**src/rtl/pstage_pkg.sv**
```systemverilog
`timescale 1ns/1ps
// Shared types for the power-stage reset sequencer.
package pstage_pkg;

    // Sequencer states: stage off, PWM gated in, stage running, ordered shutdown.
    typedef enum logic [1:0] {
        ST_HIZ   = 2'd0,
        ST_ARM   = 2'd1,
        ST_RUN   = 2'd2,
        ST_DRAIN = 2'd3
    } seq_state_t;

endpackage

```
**src/rtl/pstage_charge_timer.sv**
```systemverilog
`timescale 1ns/1ps
// Bootstrap charge timer.
// Counts consecutive clock edges with supply_ok high and saturates at CHARGE_CYC.
// charged is high once the full count is reached. Any low sample clears the count.
// Assumes supply_ok is already synchronous to clk.
module pstage_charge_timer #(
    parameter int CHARGE_CYC = 100000
) (
    input  logic clk,
    input  logic rst_n,
    input  logic supply_ok,
    output logic charged
);
    localparam int CW = $clog2(CHARGE_CYC + 1);
    localparam logic [CW-1:0] CMAX = CW'(CHARGE_CYC);

    logic [CW-1:0] cnt_q;

    // Saturating count of supply-good time, restarted on any drop.
    always_ff @(posedge clk) begin
        if (!rst_n) begin
            cnt_q <= '0;
        end else if (!supply_ok) begin
            cnt_q <= '0;
        end else if (cnt_q != CMAX) begin
            cnt_q <= cnt_q + 1'b1;
        end
    end

    assign charged = (cnt_q == CMAX);

endmodule

```
**src/rtl/pstage_pwm_monitor.sv**
```systemverilog
`timescale 1ns/1ps
// PWM stream monitor.
// Measures rising-edge-to-rising-edge periods in clock edges. pwm_valid rises after
// LOCK_CNT consecutive periods in [PER_MIN, PER_MAX]. A period outside the window
// clears the run. If PER_MAX edges pass with no rise, the stream counts as stuck:
// the run is cleared and the monitor waits for a fresh reference edge.
// Assumes pwm_in is synchronous to clk.
module pstage_pwm_monitor #(
    parameter int PER_MIN  = 250,
    parameter int PER_MAX  = 286,
    parameter int LOCK_CNT = 16
) (
    input  logic clk,
    input  logic rst_n,
    input  logic pwm_in,
    output logic pwm_valid
);
    localparam int PW = $clog2(PER_MAX + 1);
    localparam int LW = $clog2(LOCK_CNT + 1);
    localparam logic [PW-1:0] PMIN = PW'(PER_MIN);
    localparam logic [PW-1:0] PMAX = PW'(PER_MAX);
    localparam logic [LW-1:0] LMAX = LW'(LOCK_CNT);

    logic          pwm_q;
    logic          seen_q;
    logic [PW-1:0] per_q;
    logic [LW-1:0] good_q;
    logic          rise;
    logic          in_win;

    assign rise   = pwm_in && !pwm_q;
    assign in_win = (per_q >= PMIN) && (per_q <= PMAX);

    // Period measurement, window test and run-length count of good periods.
    always_ff @(posedge clk) begin
        if (!rst_n) begin
            pwm_q  <= 1'b0;
            seen_q <= 1'b0;
            per_q  <= '0;
            good_q <= '0;
        end else begin
            pwm_q <= pwm_in;
            if (rise) begin
                if (seen_q) begin
                    if (!in_win)
                        good_q <= '0;
                    else if (good_q != LMAX)
                        good_q <= good_q + 1'b1;
                end
                seen_q <= 1'b1;
                per_q  <= PW'(1);
            end else if (seen_q) begin
                if (per_q == PMAX) begin
                    seen_q <= 1'b0;
                    good_q <= '0;
                end else begin
                    per_q <= per_q + 1'b1;
                end
            end
        end
    end

    assign pwm_valid = (good_q == LMAX);

endmodule

```
**src/rtl/pstage_seq_fsm.sv**
```systemverilog
`timescale 1ns/1ps
// Reset sequencing state machine.
// HIZ: stage reset low, PWM gated off. ARM: PWM passed through, reset still low.
// RUN: reset released. DRAIN: reset low again, PWM kept for PD_HOLD clocks.
// Outputs are decoded from the registered state only.
// Assumes all inputs are synchronous to clk.
module pstage_seq_fsm
    import pstage_pkg::*;
#(
    parameter int PD_HOLD = 64
) (
    input  logic clk,
    input  logic rst_n,
    input  logic ready,
    input  logic mod_ready,
    input  logic pwm_valid,
    input  logic pd_req,
    output logic stage_rst_n,
    output logic pwm_en
);
    localparam int DW = $clog2(PD_HOLD + 1);
    localparam logic [DW-1:0] DLAST = DW'(PD_HOLD - 1);

    seq_state_t    state_q, state_d;
    logic [DW-1:0] drain_q;
    logic          go_ok;

    assign go_ok = ready && mod_ready && !pd_req;

    // Next-state selection; shutdown causes take priority over PWM loss.
    always_comb begin
        state_d = state_q;
        unique case (state_q)
            ST_HIZ:   if (go_ok) state_d = ST_ARM;
            ST_ARM: begin
                if (!go_ok)         state_d = ST_HIZ;
                else if (pwm_valid) state_d = ST_RUN;
            end
            ST_RUN: begin
                if (!go_ok)          state_d = ST_DRAIN;
                else if (!pwm_valid) state_d = ST_ARM;
            end
            ST_DRAIN: if (drain_q == DLAST) state_d = ST_HIZ;
            default:  state_d = ST_HIZ;
        endcase
    end

    // State register and drain hold counter.
    always_ff @(posedge clk) begin
        if (!rst_n) begin
            state_q <= ST_HIZ;
            drain_q <= '0;
        end else begin
            state_q <= state_d;
            if (state_q != ST_DRAIN)
                drain_q <= '0;
            else
                drain_q <= drain_q + 1'b1;
        end
    end

    assign stage_rst_n = (state_q == ST_RUN);
    assign pwm_en      = (state_q != ST_HIZ);

endmodule

```
**src/rtl/pstage_rst_seq.sv**
```systemverilog
`timescale 1ns/1ps
// Power-stage reset sequencer, top level.
// Joins the charge timer, the PWM monitor and the sequencing state machine.
// The stage reset is released only after the charge wait and a verified PWM
// lock. It is always lowered before the PWM enable on the way down.
// Assumes every input is synchronous to clk.
module pstage_rst_seq #(
    parameter int CHARGE_CYC = 100000,
    parameter int PER_MIN    = 250,
    parameter int PER_MAX    = 286,
    parameter int LOCK_CNT   = 16,
    parameter int PD_HOLD    = 64
) (
    input  logic clk,
    input  logic rst_n,
    input  logic supply_ok,
    input  logic mod_ready,
    input  logic pwm_in,
    input  logic pwr_down_req,
    output logic stage_rst_n,
    output logic pwm_en
);
    logic charged;
    logic pwm_valid;
    logic ready;

    // Supply counts as ready only when it is good now and has been long enough.
    assign ready = supply_ok && charged;

    pstage_charge_timer #(.CHARGE_CYC(CHARGE_CYC)) u_charge (
        .clk       (clk),
        .rst_n     (rst_n),
        .supply_ok (supply_ok),
        .charged   (charged)
    );

    pstage_pwm_monitor #(
        .PER_MIN  (PER_MIN),
        .PER_MAX  (PER_MAX),
        .LOCK_CNT (LOCK_CNT)
    ) u_mon (
        .clk       (clk),
        .rst_n     (rst_n),
        .pwm_in    (pwm_in),
        .pwm_valid (pwm_valid)
    );

    pstage_seq_fsm #(.PD_HOLD(PD_HOLD)) u_fsm (
        .clk         (clk),
        .rst_n       (rst_n),
        .ready       (ready),
        .mod_ready   (mod_ready),
        .pwm_valid   (pwm_valid),
        .pd_req      (pwr_down_req),
        .stage_rst_n (stage_rst_n),
        .pwm_en      (pwm_en)
    );

endmodule

```
**config.mk**
```make
export PLATFORM = sky130hd
export DESIGN_NAME = pstage_rst_seq
export DESIGN_NICKNAME = d
export VERILOG_FILES = /design/src/rtl/pstage_pkg.sv /design/src/rtl/pstage_charge_timer.sv /design/src/rtl/pstage_pwm_monitor.sv /design/src/rtl/pstage_seq_fsm.sv /design/src/rtl/pstage_rst_seq.sv
export SDC_FILE = /design/constraint.sdc
export NUM_CORES = 1
export LEC_CHECK = 0
export BUFFER_PORTS_ARGS = -buffer_cell sky130_fd_sc_hd__buf_2
export CAP_MARGIN = 20
export CORE_ASPECT_RATIO = 0.8
export CORE_MARGIN = 2
export CORE_UTILIZATION = 35
export DETAILED_ROUTE_END_ITERATION = 10
export PLACE_DENSITY_LB_ADDON = 0.15
export REMOVE_ABC_BUFFERS = 1
export SYNTH_ARGS = -nofsm -noshare
export SYNTH_HDL_FRONTEND = slang
export SYNTH_SLANG_ARGS = --single-unit
```
**constraint.sdc**
```tcl
create_clock -name clk -period 2.6 [get_ports clk]
set_clock_uncertainty 0.15 [all_clocks]
set_input_delay 0.78 -clock clk [delete_from_list [all_inputs] [get_ports clk]]
set_output_delay 0.78 -clock clk [all_outputs]
set_load 0.01 [all_outputs]
```
Yosys cells after proc, flatten, opt, wreduce, memory -nomap -nowiden
Cells that the tools add are included.
{"block": "totals", "inputBits": 6, "word_cells": 69, "output_inout_bits": 2, "ff_bits": 42}
{"block": "op_classes", "n_addsub": 4, "n_eq_ne": 16, "bitwise": 2, "reduce_logical": 18, "order_cmp": 2, "muxes": 19}
{"cell": "2-to-1 mux 5 bit", "count": 6}
{"cell": "adder 17 x 1 -> 17 bit, second input constant", "count": 1}
{"cell": "== test 17 bit, second input constant", "count": 1}
{"cell": "inequality test 17 bit, second input constant", "count": 1}
{"cell": "2-to-1 mux 2 bit", "count": 6}
{"cell": "adder 9 x 1 -> 9 bit, second input constant", "count": 1}
{"cell": "== test 9 bit, second input constant", "count": 1}
{"cell": ">= comparator 9 x 8 -> 1 bit, second input constant", "count": 1}
{"cell": "less-or-equal comparator 9 bit, second input constant", "count": 1}
{"cell": "one-hot mux 2 bit (4 select lines)", "count": 1}
{"cell": "adder 7 x 1 -> 7 bit, second input constant", "count": 1}
{"cell": "== test 7 x 6 -> 1 bit, second input constant", "count": 1}
{"cell": "2-to-1 mux 1 bit", "count": 6}
{"cell": "inequality test 2 x 1 -> 1 bit, second input constant", "count": 3}
{"cell": "inequality test 3 bit, second input constant", "count": 2}
{"cell": "AND reduction 2 bit", "count": 3}
{"cell": "nonzero test 2 bit", "count": 3}
{"cell": "adder 5 x 1 -> 5 bit, second input constant", "count": 1}
{"cell": "== test 5 bit, second input constant", "count": 1}
{"cell": "logical AND 1 bit", "count": 5}
{"cell": "inequality test 5 bit, second input constant", "count": 1}
{"cell": "== test 2 bit, second input constant", "count": 2}
{"cell": "AND reduction 4 bit", "count": 1}
{"cell": "OR reduction 2 bit", "count": 2}
{"cell": "other kinds (7)", "count": 9}

Longest topological paths before layout
Gate-level depths: netlist (run 1).
{"block": "depth", "depth_word": 6, "mapped_depth": 7, "mapped_depth_nobuf": 7}

Cells and area by module
Synthesis (run 1) repeated with hierarchy kept, for this count alone.
{"block": "unflattened", "hier_cells": 234, "area_unflattened_um2": 2120.8}
{"module": "pstage_charge_timer", "seq_area_each_um2": 340.3, "n_inst": 1, "area_each_um2": 865.8, "cells_each": 96}
{"module": "pstage_pwm_monitor", "seq_area_each_um2": 320.3, "n_inst": 1, "area_each_um2": 853.3, "cells_each": 93}
{"module": "pstage_seq_fsm", "seq_area_each_um2": 180.2, "n_inst": 1, "area_each_um2": 395.4, "cells_each": 44}
{"module": "pstage_rst_seq", "seq_area_each_um2": 0.0, "n_inst": 1, "area_each_um2": 6.3, "cells_each": 1}

Least setup slack after synthesis (run 1)
No wires, ideal clock.
{"block": "synth_path", "path_kind": "register to register", "start": "register u_charge.cnt_q[0]", "end": "register u_fsm.state_q[0]", "n_path_buf": 0, "stages_incl_launch_ff": 8, "period_less_slack_ns": 1.870, "arrival_time_ns": 1.592, "setup_ns": 0.128, "path_slack_ns": 0.730, "required_ns": 2.322, "cell_sequence": "dfxtp_1 > inv_1 > ha_1 > and4b_1 > nand4_2 > or3_4 > o311ai_1 > a21boi_1"}
{"block": "synth_between", "elab_chain_len": 6, "elab_cells_between_ends": 11, "cone_classes": "eq/ne (4); mux (3); reduce/logical (4)"}
{"element": "start, declared", "line": "pstage_charge_timer.sv:17", "source": "logic [CW-1:0] cnt_q;"}
{"element": "start signal, assigned", "line": "pstage_charge_timer.sv:26", "source": "cnt_q <= cnt_q + 1'b1;"}
{"element": "== test 17 bit (*)", "line": "pstage_charge_timer.sv:30", "source": "assign charged = (cnt_q == CMAX);"}
{"element": "logical AND 1 bit (*)", "line": "pstage_rst_seq.sv:28", "source": "assign ready = supply_ok && charged;"}
{"element": "logical AND 1 bit (*) (2 in a row)", "line": "pstage_seq_fsm.sv:28", "source": "assign go_ok = ready && mod_ready && !pd_req;"}
{"element": "inequality test 3 x 2 -> 1 bit (no line) (tied with other cells)"}
{"element": "AND reduction 4 bit (no line) / one-hot mux 2 bit (4 select lines) (equally long branches)"}
{"element": "end signal, assigned", "line": "pstage_seq_fsm.sv:54", "source": "state_q <= state_d;"}
{"element": "end, declared", "line": "pstage_seq_fsm.sv:24", "source": "seq_state_t state_q, state_d;"}
Every way passes the cells marked *; elsewhere a longest branch is shown, timed or not.
A chain may end at the register's enable or synchronous reset.

Worst setup path in the final report (run 1)
{"block": "layout_path", "start": "register u_mon.per_q[5]", "end": "register u_mon.good_q[1]"}
{"block": "layout_between", "elab_chain_len": 5, "elab_cells_between_ends": 10, "cone_classes": "order compare (2); eq/ne (2); mux (3); reduce/logical (3)"}
{"element": "start, declared", "line": "pstage_pwm_monitor.sv:26", "source": "logic [PW-1:0] per_q;"}
{"element": "start signal, assigned", "line": "pstage_pwm_monitor.sv:57", "source": "per_q <= per_q + 1'b1;"}
{"element": ">= comparator 9 x 8 -> 1 bit / less-or-equal comparator 9 bit (equally long branches)", "line": "pstage_pwm_monitor.sv:32", "source": "assign in_win = (per_q >= PMIN) && (per_q <= PMAX);"}
{"element": "logical AND 1 bit", "line": "pstage_pwm_monitor.sv:32"}
{"element": "2-to-1 mux 5 bit", "line": "pstage_pwm_monitor.sv:45", "source": "if (!in_win)"}
{"element": "2-to-1 mux 5 bit", "line": "pstage_pwm_monitor.sv:44", "source": "if (seen_q) begin"}
{"element": "2-to-1 mux 5 bit", "line": "pstage_pwm_monitor.sv:43", "source": "if (rise) begin"}
{"element": "end signal, assigned", "line": "pstage_pwm_monitor.sv:48", "source": "good_q <= good_q + 1'b1;"}
{"element": "end, declared", "line": "pstage_pwm_monitor.sv:27", "source": "logic [LW-1:0] good_q;"}
Parallel ways exist; a longest one is shown, timed or not. The select of a mux whose other input is x is not followed.

==> results of run 1 <==
-- cells in the final DEF (no fill, tap or decap), types with 7 or more instances in the layout --
master    n
and3_1    7
nor2_1   33
nand2_1  21
dfxtp_1  42
inv_1    10
buf_2     7
xnor2_1   9
ha_1      7
xor2_1   14
nand3_1  18
-- path summary, 6_finish.rpt --
kind | startpoint | cells after the start | end | slack, ps
max reg2reg | u_mon.per_q[5]$_SDFFE_PP0P_ | 5 | u_mon.good_q[1]$_SDFFE_PN0P_ | 520
min reg2reg | u_fsm.drain_q[0]$_SDFF_PP0_ | 1 | u_fsm.drain_q[0]$_SDFF_PP0_ | 320
max | u_mon.per_q[5]$_SDFFE_PP0P_ | 5 | u_mon.good_q[1]$_SDFFE_PN0P_ | 520
min | u_fsm.drain_q[0]$_SDFF_PP0_ | 1 | u_fsm.drain_q[0]$_SDFF_PP0_ | 320
-- stage by stage --
stage	power [uW]	util [%]
2_1_floorplan	693.1	-
5_1_grt	1196	40.65
3_3_place_gp	710.9	38.93
3_5_place_dp	711.1	38.93
6_report	1139	40.65
4_1_cts	1159	40.65
-- layer usage --
layer	share of wire (%)	GRT usage (%)	routed length, um
met3	3.7	3.413	139
met5	0	0	0
met2	39	17.53	1462
met1	57	19.82	2147
met4	0.66	3.980	25
-- area by class of cell --
class                           instances  area (sq um)
Fill cell                             581          3279
Multi-Input combinational cell        177          1132
Sequential cell                        42         840.8
Tap cell                               78         97.59
Clock buffer                            6         82.58
Timing Repair Buffer                    8         42.54
Inverter                               10         37.54
Clock inverter                          2         12.51
-- state kept, by name, indices dropped and copies added, names as in the netlist --
signal	count
u_charge.cnt_q	17
u_fsm.drain_q	7
u_fsm.state_q	2
u_mon.good_q	5
u_mon.per_q	9
u_mon.pwm_q	1
u_mon.seen_q	1
-- power breakdown --
part	internal, uW	switching, uW	leakage [uW]	total [uW]
sequential	649	6.54	0.000339	655
combinational	15.0	25.0	0.000430	40.0
clock	214	230	0.0000472	444
-- logic make-up after synthesis --
group,Yosys count
and+or+nand+nor,112
DFF,42
buffers and inverters,14
AOI/OAI and AO/OA,35
xor gates and xnor gates,23
adders and majority gates,7
-- worst max-delay path, stage by stage (launching register included) --
cell and delay, ps:
dfxtp_1 360, or4b_4 570, a31oi_1 170, o21bai_1 210
nor2_1 350, a41o_1 220
==> implementation parameters, run 1 <==
Parameter                              Value

Global route
  GRT Resource Usage Total ... between 10% and 20%
  Vias in the first global route ... around 1400
  Maximum number of pins on one net before global-route repair ... 18
  First-pass GRT wire length ... between 6 and 7 mm
  Total gr overflow ... 0
  Initial antenna violation count ... 0

STA
  Final setup TNS ... 0 ps
  Slew headroom ... between 60 and 70%
  Maximum clock rate ... approximately 0.48 GHz
  Final hold slack ... about 320 ps
  Number of endpoints failing setup at the final stage ... 0
  Post-route minimum period ... ~2100 ps
  Final Slew Violations ... 0
  Period Utilization, post-route ... between 70% and 80%
  Hold violation total from the final report ... 0
  Worst-Margin Slew ... 590.0 ps
  Final worst-path setup slack ... about 520 ps
  Unrepaired setup endpoints after global routing ... no

Floorplanning
  Number of ports placed on the die boundary ... 8
  Area of the core ... approximately 5500 sq um
  Total Die Area ... ~6500 sq um
  Die W ... 89.37 um
  Starting Density ... roughly 37%
  Floorplan die height ... between 70 and 80 um
  Number of cell rows ... 24

Placement
  IO buf count ... 7
  Setup Slack @ Placement ... 533.0 ps
  Post-place instance area ... 2151 sq um
  Post-DP HPWL ... 2.682 mm
  Number of placed instances with taps included ... between 300 and 400
  GPL Wtd Cong ... between 0.7 and 0.8

Synthesis
  Synthesized-area fraction occupied by and/or/nand/nor cells ... between 20% and 30%
  Number of warnings issued by yosys ... 0
  Top post-synthesis cells by count ... dfxtp_1 (42), nor2_1 (33), nand2_1 (21), nand3_1 (18), xor2_1 (14)
  Number of enable-type register cells in the synthesized netlist ... 0
  Leading cell types by total area after synthesis ... dfxtp_1 (41%), nor2_1 (6.1%), xor2_1 (6.0%), nand3_1 (4.4%), ha_1 (4.3%)
  Top-count cell post-synth ... dfxtp_1
  FFs w/ async S/R, synth ... 0%
  Post-synthesis average cell area ... approximately 9 sq um
  Share of cell area taken by muxes after synthesis ... 0%
  Post-synthesis instance total ... roughly 230
  Count of distinct cell types in the synthesized netlist ... 46
  Proportion of netlist area held by the largest area contributor ... 41.20%
  Netlist area before placement ... roughly 2000 sq um
  Arithmetic-cell share of the synthesized area counting full adders, half adders and majority gates ... ~4.3%
  FF+latch count, synth ... 42
  Top flip-flop cell by instance count after synthesis ... dfxtp_1
  Seq/Total Area, Yosys ... 41.20%
  Area fraction in compound gates after synthesis ... between 10% and 20%
  Xor/xnor cell area share of the yosys netlist ... roughly a tenth
  Largest family of logic cells by synthesized area ... simple AND/OR/NAND/NOR gates
  Largest area contributor in the synthesized netlist ... dfxtp_1

Detailed routing
  Post-route antenna net violation count ... 0
  Iteration-0 DRC count of the detailed router ... 62
  DR DRC count ... 0
  Pre-antenna DRT Iters ... 4
  Wirelength, routed ... between 3 and 4 mm
  Average wire per standard cell ... about 12 um
  Vias per cell ... 4.889
  Overall via count from detail_route ... 1579

Layout
  Signed area change from the synthesized netlist to the final layout ... 10.05%
  Finished Layout Cells ... roughly 320
  Fraction of layout instances using a drive strength above 1 ... between 9 and 10%
  Post-layout nets ... roughly 260
  Cell area after layout ... ~2200 sq um
  Diodes inserted ... 0

Clock network
  Number of buffers inserted during clock tree synthesis ... 5
  Clk Tree Root Cell ... clkbuf_8
  Quantity of gates resized following cts ... 0
  CTS tree ... built
  Quantity of hold-fixing buffers added after cts ... 0
  Maximum count of clock buffers along a single path ... 2
  Clock slew at reported path FFs ... around 80 ps
  Number of clock sinks ... between 40 and 50
  Post-CTS Setup Inserts ... 0
  Later-pin clock latency in the skew report ... between 200 and 300 ps
  Number of H-tree levels ... 2

Worst setup path
  CP endpoint kind ... flop
  Critical path startpoint category ... flop
  Setup Crit Path Kind ... reg -> reg
  Required time of the critical path ... approximately 2700 ps
  Worst-path maximum fanout ... 7
  Signal arrival time at the worst endpoint ... around 2200 ps

Outcome
  Run status ... finished, final reports clean

Pwr
  Power per standard cell area ... a little over 500 nW/um^2
  Largest voltage drop on the vdd net ... slightly below 0.2 mV
  Leakage power ... 0.0008164 uW

Run
  Max Cap Viol ... 0

Min path
  Path type of the worst min-delay path ... reg -> reg
No activity file was read; power rests on OpenSTA's default activity.
==> run 2, diff against run 1 <==
- clock period: 2.6 -> 2 ns (I/O delays scaled with it)
==> implementation parameters, run 2 (same netlist as run 1, synthesis figures left out) <==
Parameter                              Value

Detailed routing
  Iteration-0 DRC count of the detailed router ... 59 (-4.8%)
  Vias per cell ... 4.764 (-2.5%)
  Post-route antenna net violation count ... 0 (unchanged)
  Wirelength, routed ... 3.908 mm (+3.6%)
  Overall via count from detail_route ... 1615 (+2.3%)
  DR DRC count ... 0 (unchanged)
  Pre-antenna DRT Iters ... 4 (unchanged)
  Average wire per standard cell ... 11.53 um (-1.3%)

Pwr
  Fraction of power consumed by sequential logic ... 53.8% (-3.7 points)
  Largest voltage drop on the vdd net ... 0.3248 mV (+64%)
  Share of total power in combinational logic ... 4.5% (+1.0 points)
  P_int ... 1242 uW (+42%)
  Switch share ... 21.28% (-1.7 points)
  Power per standard cell area ... 656.7 nW/um^2 (+29%)
  Psw ... 335.7 uW (+28%)
  Leakage power ... 0.0009105 uW (+12%)
  Clock network fraction of total power ... 41.8% (+2.8 points)

Layout
  Most frequent standard cell in the layout excluding fill and tap cells ... dfxtp_1
  Number of flip-flops under the largest register name ... 17 (unchanged)
  Leading registers by flop count ... u_charge.cnt_q x17, u_mon.per_q x9, u_fsm.drain_q x7
  Post-layout nets ... 273 (+6.2%)
  Fraction of layout instances using a drive strength above 1 ... 16.86% (+7.1 points)
  Diodes inserted ... 0 (unchanged)
  Largest reg by FF count ... u_charge.cnt_q
  # fillers ... 551 (-5.2%)
  Signed area change from the synthesized netlist to the final layout ... 17.72%
  Most frequent cells in the layout ... dfxtp_1 (41), nor2_1 (33), nand2_1 (21)

Clock network
  Clock slew at reported path FFs ... 80 ps (about the same)
  Later-pin clock latency in the skew report ... 290 ps (about the same)
  Maximum count of clock buffers along a single path ... 2 (unchanged)
  Clk Tree Root Cell ... clkbuf_8
  Number of H-tree levels ... 2 (unchanged)
  Number of buffers inserted during clock tree synthesis ... 5 (unchanged)
  CTS tree ... built
  Number of clock sinks ... 42 (unchanged)

STA
  Number of endpoints failing setup at the final stage ... 0 (unchanged)
  Final hold slack ... 318.7 ps (+2.044 ps)
  Worst-Margin Slew ... 508.5 ps (-81.47 ps)
  Hold violation total from the final report ... 0 (unchanged)
  Unrepaired setup endpoints after global routing ... no
  Slew headroom ... 65.84% (+5.3 points)
  Post-route minimum period ... between 1500 and 2000 ps
  Maximum clock rate ... around 0.53 GHz
  Final Slew Violations ... 0 (unchanged)
  Period Utilization, post-route ... 94.08%
  Final setup TNS ... 0 ps (unchanged)

Global route
  Initial antenna violation count ... 0 (unchanged)
  First-pass GRT wire length ... 6.858 mm (+4.8%)
  Vias in the first global route ... 1477 (+5.3%)
  GRT Resource Usage Total ... 13.71% (+0.79 points)
  Maximum number of pins on one net before global-route repair ... 17 (-1)
  Total gr overflow ... 0 (unchanged)

Floorplanning
  Total Die Area ... 6461 sq um (unchanged)
  Die W ... 89.37 um (unchanged)
  Starting Density ... 36.93% (unchanged)
  Number of cell rows ... 24 (unchanged)
  Number of ports placed on the die boundary ... 8 (unchanged)
  Floorplan die height ... 72.30 um (unchanged)
  Area of the core ... 5525 sq um (unchanged)

Min path
  Path type of the worst min-delay path ... reg -> reg
  Worst hold start ... u_fsm.drain_q[0]$_SDFF_PP0_

Worst setup path
  Startpoint of the worst-slack reg-to-reg timing path ... u_charge.cnt_q[1]$_SDFFE_PN0P_
  Signal arrival time at the worst endpoint ... 1130 ps (-1040 ps)
  Worst setup startpoint ... u_fsm.state_q[1]$_SDFFE_PN0P_
  CP endpoint kind ... primary output
  Crit path cell chain ... nor2b_1 -> buf_2
  Required time of the critical path ... 1250 ps (-1440 ps)
  Setup Crit Path Kind ... reg -> out
  Critical path startpoint category ... flop
  Buffering stage count on the worst path with inverters included ... 1 (+1)
  Slowest-stage cell, CP ... dfxtp_1
  Worst-path maximum fanout ... 6 (-1)
  Gate family responsible for the most delay along the worst path ... flip-flops
  Maximum single-stage delay on the critical path ... 440 ps (-130 ps)

Placement
  IO buf count ... 7 (unchanged)
  GPL Wtd Cong ... 0.7134 (-5.7%)
  Post-DP HPWL ... 2.792 mm (+4.1%)

Outcome
  Run status ... finished, final reports clean

Run
  Max Cap Viol ... 0 (unchanged)
==> run 2: worst register-to-register path, delay by kind of cell (launching register included) <==
family	cells	cell delay, ps
flip-flops	1	320
buffers and inverters	1	70
adder cells (fa/ha/maj)	1	170
AO/OA/AOI/OAI	2	310
AND/OR/NAND/NOR	3	730
==> run 2: power by group through the flow <==
stage          Sequential [uW]  Clock, uW  Combinational [uW]
3_5_place_dp               868          0                69.1
2_1_floorplan              870          0                31.1
3_3_place_gp               868          0                69.1
6_report                   848        659                70.5
4_1_cts                    848        689                69.6
5_1_grt                    849        720                80.0
==> run 2: layout make-up <==
type | count | area (sq um) | share of cell area (%)
timing repair buffer | 24 | 162.7 | 6.771
sequential | 42 | 842.1 | 35.05
clock buffer | 5 | 68.82 | 2.865
inverter | 10 | 37.54 | 1.563
multi-input combinational | 177 | 1154 | 48.02
clock inverter | 3 | 40.04 | 1.667
tap | 78 | 97.59 | 4.063
==> run 2: path summary, 6_finish.rpt <==
check	to	slack [ps]	cells past startpoint
setup / recovery	stage_rst_n	120	2
hold / removal	u_fsm.drain_q[0]$_SDFF_PP0_	320	1
setup reg to reg	u_fsm.state_q[0]$_SDFFE_PN0P_	120	7
hold reg to reg	u_fsm.drain_q[0]$_SDFF_PP0_	320	1
==> run 2: metal layers <==
metal | vias to the layer above | track usage [%] | wire length (um)
met5 | - | 0 | 0
met4 | 0 | 4.975 | 18
met3 | 3 | 3.413 | 92
met2 | 17 | 17.61 | 1523
met1 | 720 | 21.69 | 2274
li1 | 875 | - | -
==> run 2: timing repair <==
| action | 4_1_cts | 5_1_grt |
|---|---|---|
| hold buffers | 0 | 0 |
| setup buffers | 0 | 1 |
| setup endpoints to repair | 0 | 6 |
| gates resized for setup | 0 | 6 |
==> run 2: metrics by stage <==
stage | cell area (sq um) | util, % | worst slack [ps] | instances | power, uW
floorplan | 2011 | - | 130.4 | 229 | 901.0
global placement | 2263 | 40.96 | 76.20 | 330 | 937.2
CTS | 2372 | 42.93 | 45.06 | 338 | 1606
detailed placement | 2263 | 40.96 | 57.45 | 330 | 937.1
global route | 2402 | 43.48 | 15.32 | 339 | 1649
finish | 2402 | 43.48 | 118.4 | 339 | 1578
==> run 3, diff against run 2 <==
- clock period: 2 -> 1.99 ns (I/O delays scaled with it)
==> implementation parameters, run 3 (same netlist as run 1, synthesis figures left out) <==
Parameter                              Value

Detailed routing
  Iteration-0 DRC count of the detailed router ... 47 (-20%)
  Overall via count from detail_route ... 1608 (-0.43%)
  DR DRC count ... 0 (unchanged)
  Post-route antenna net violation count ... 0 (unchanged)
  Wirelength, routed ... 3.896 mm (-0.31%)
  Pre-antenna DRT Iters ... 4 (unchanged)
  Average wire per standard cell ... 11.36 um (-1.5%)
  Vias per cell ... 4.688 (-1.6%)

Worst setup path
  End of the critical path ... u_fsm.state_q[0]$_SDFFE_PN0P_
  Logic depth of the worst path, buffers included ... 7 (+5)
  Gate family responsible for the most delay along the worst path ... simple AND/OR/NAND/NOR gates
  CP endpoint kind ... flop
  Required time of the critical path ... 2060 ps (+810 ps)
  Crit path cell chain ... inv_1 -> ha_1 -> and4b_1 -> nand4_2 -> or3_4 -> a211o_1 -> a21boi_1
  Endpoint of the lowest-slack register-to-register path ... u_fsm.state_q[0]$_SDFFE_PN0P_
  Cell count of the worst reg-to-reg path ... 7 (unchanged)
  Setup Crit Path Kind ... reg -> reg
  Startpoint of the worst-slack reg-to-reg timing path ... u_charge.cnt_q[1]$_SDFFE_PN0P_
  Buffering stage count on the worst path with inverters included ... 1 (unchanged)
  Critical path startpoint category ... flop
  Slack of the worst reg-to-reg path ... 120 ps (about the same)
  Signal arrival time at the worst endpoint ... 1950 ps (+820 ps)
  Slowest-stage cell, CP ... or3_4
  Worst setup startpoint ... u_charge.cnt_q[1]$_SDFFE_PN0P_
  Worst-path maximum fanout ... 4 (-2)
  Maximum single-stage delay on the critical path ... 400 ps (-40 ps)

Floorplanning
  Starting Density ... 36.93% (unchanged)
  Total Die Area ... 6461 sq um (unchanged)
  Number of ports placed on the die boundary ... 8 (unchanged)
  Area of the core ... 5525 sq um (unchanged)
  Die W ... 89.37 um (unchanged)
  Number of cell rows ... 24 (unchanged)
  Floorplan die height ... 72.30 um (unchanged)

Min path
  Worst hold start ... u_fsm.drain_q[0]$_SDFF_PP0_
  Path type of the worst min-delay path ... reg -> reg

Pwr
  Leakage power ... 0.0009195 uW (+0.99%)
  Largest voltage drop on the vdd net ... 0.3397 mV (+4.6%)
  Power per standard cell area ... 619.1 nW/um^2 (-5.7%)

Placement
  GPL Wtd Cong ... 0.7696 (+7.9%)
  Post-place instance area ... 2301 sq um (+1.7%)
  IO buf count ... 7 (unchanged)
  Post-DP HPWL ... 2.906 mm (+4.1%)

Layout
  Diodes inserted ... 0 (unchanged)
  Leading registers by flop count ... u_charge.cnt_q x17, u_mon.per_q x9, u_fsm.drain_q x7
  Most frequent standard cell in the layout excluding fill and tap cells ... dfxtp_1
  Most frequent cells in the layout ... dfxtp_1 (42), nor2_1 (33), nand2_1 (21), buf_4 (21), nand3_1 (18)
  Post-layout nets ... 277 (+1.5%)
  Largest reg by FF count ... u_charge.cnt_q
  Fraction of layout instances using a drive strength above 1 ... 16.98% (+0.12 points)
  Number of flip-flops under the largest register name ... 17 (unchanged)
  Signed area change from the synthesized netlist to the final layout ... 17.66% (about the same)
  Cell area after layout ... 2401 sq um (about the same)

STA
  Unrepaired setup endpoints after global routing ... no
  Final Slew Violations ... 0 (unchanged)
  Final setup TNS ... 0 ps (unchanged)
  Number of endpoints failing setup at the final stage ... 0 (unchanged)
  Slew headroom ... 74.04% (+8.2 points)
  Period Utilization, post-route ... between 90% and 100%
  Worst-Margin Slew ... 388.6 ps (-119.9 ps)
  Hold violation total from the final report ... 0 (unchanged)
  Maximum clock rate ... roughly 0.53 GHz
  Post-route minimum period ... between 1500 and 2000 ps

Global route
  Maximum number of pins on one net before global-route repair ... 13 (-4)
  Total gr overflow ... 0 (unchanged)
  Vias in the first global route ... 1421 (-3.8%)
  First-pass GRT wire length ... 6.720 mm (-2.0%)
  Initial antenna violation count ... 0 (unchanged)
  GRT Resource Usage Total ... 13.57% (-0.15 points)

Clock network
  Clock slew at reported path FFs ... 80 ps (about the same)
  Post-CTS Setup Inserts ... 0 (unchanged)
  Number of H-tree levels ... 2 (unchanged)
  Number of clock sinks ... 42 (unchanged)
  CTS tree ... built
  Later-pin clock latency in the skew report ... 290 ps (about the same)
  Quantity of hold-fixing buffers added after cts ... 0 (unchanged)
  Clk Tree Root Cell ... clkbuf_8
  Number of buffers inserted during clock tree synthesis ... 5 (unchanged)
  Maximum count of clock buffers along a single path ... 2 (unchanged)

Outcome
  Run status ... finished, final reports clean

Run
  Max Cap Viol ... 0 (unchanged)
## run 3: changes by cell type in the layout (fill, tap and decap cells not counted), sizes merged
cell / delta
clkbuf: +2
clkinv: -1
buf: +4
bufinv: -1
## run 3: metrics by stage
stage / utilization, % / std cells / setup WS (ps) / total power (uW) / hold WS [ps]
6_report: 43.46 / 343 / 115.7 / 1486 / 314.1
2_1_floorplan: - / 229 / 120.4 / 905.6 / 279.7
3_3_place_gp: 41.64 / 335 / 77.05 / 943.2 / 300.6
5_1_grt: 43.46 / 343 / 5.302 / 1570 / 365.9
3_5_place_dp: 41.64 / 335 / 64.97 / 942.8 / 297.9
4_1_cts: 43.30 / 343 / 49.72 / 1523 / 316.2
## run 3: layout make-up
cell class                 instances  area [sq um]
sequential                        42         840.8
clock inverter                     1         5.005
tap                               78         97.59
inverter                          10         37.54
fill                             577          3124
timing repair buffer              28         192.7
clock buffer                       7         86.33
multi-input combinational        177          1141
## run 3: worst reg2reg max path, stage by stage, from the launching register on
cell and delay (ps):
dfxtp_1 340, inv_1 80, ha_1 140, and4b_1 200
nand4_2 110, or3_4 400, a211o_1 270, a21boi_1 130
## run 3: worst min path at each step
stage                                        endpoint  slack (ps)  cells after the start
after CTS                 u_fsm.drain_q[0]$_SDFF_PP0_         320                      1
after detailed placement  u_fsm.drain_q[0]$_SDFF_PP0_         300                      1
after global routing           u_mon.pwm_q$_SDFF_PN0_         370                      2
final                     u_fsm.drain_q[0]$_SDFF_PP0_         310                      1
after global placement    u_fsm.drain_q[0]$_SDFF_PP0_         300                      1
after floorplan           u_fsm.drain_q[0]$_SDFF_PP0_         280                      1
## run 3: repair_timing
action / CTS / global route
resized for setup: 0 / 3
hold endpoints to repair: 0 / 0
endpoints found under the setup margin: 0 / 6
## run 3: layer usage
| metal | vias up | GRT usage, % | wire (um) |
|---|---|---|---|
| li1 | 883 | - | - |
| met1 | 714 | 21.55 | 2368 |
| met2 | 9 | 16.71 | 1420 |
| met3 | 2 | 4.096 | 73 |
| met4 | 0 | 4.975 | 34 |
| met5 | - | 0 | 0 |
## run 3: power by group
group          total (uW)  switching [uW]  internal (uW)
Combinational        69.7            38.5           31.2
Sequential            853            5.00            848
Clock                 564             284            280
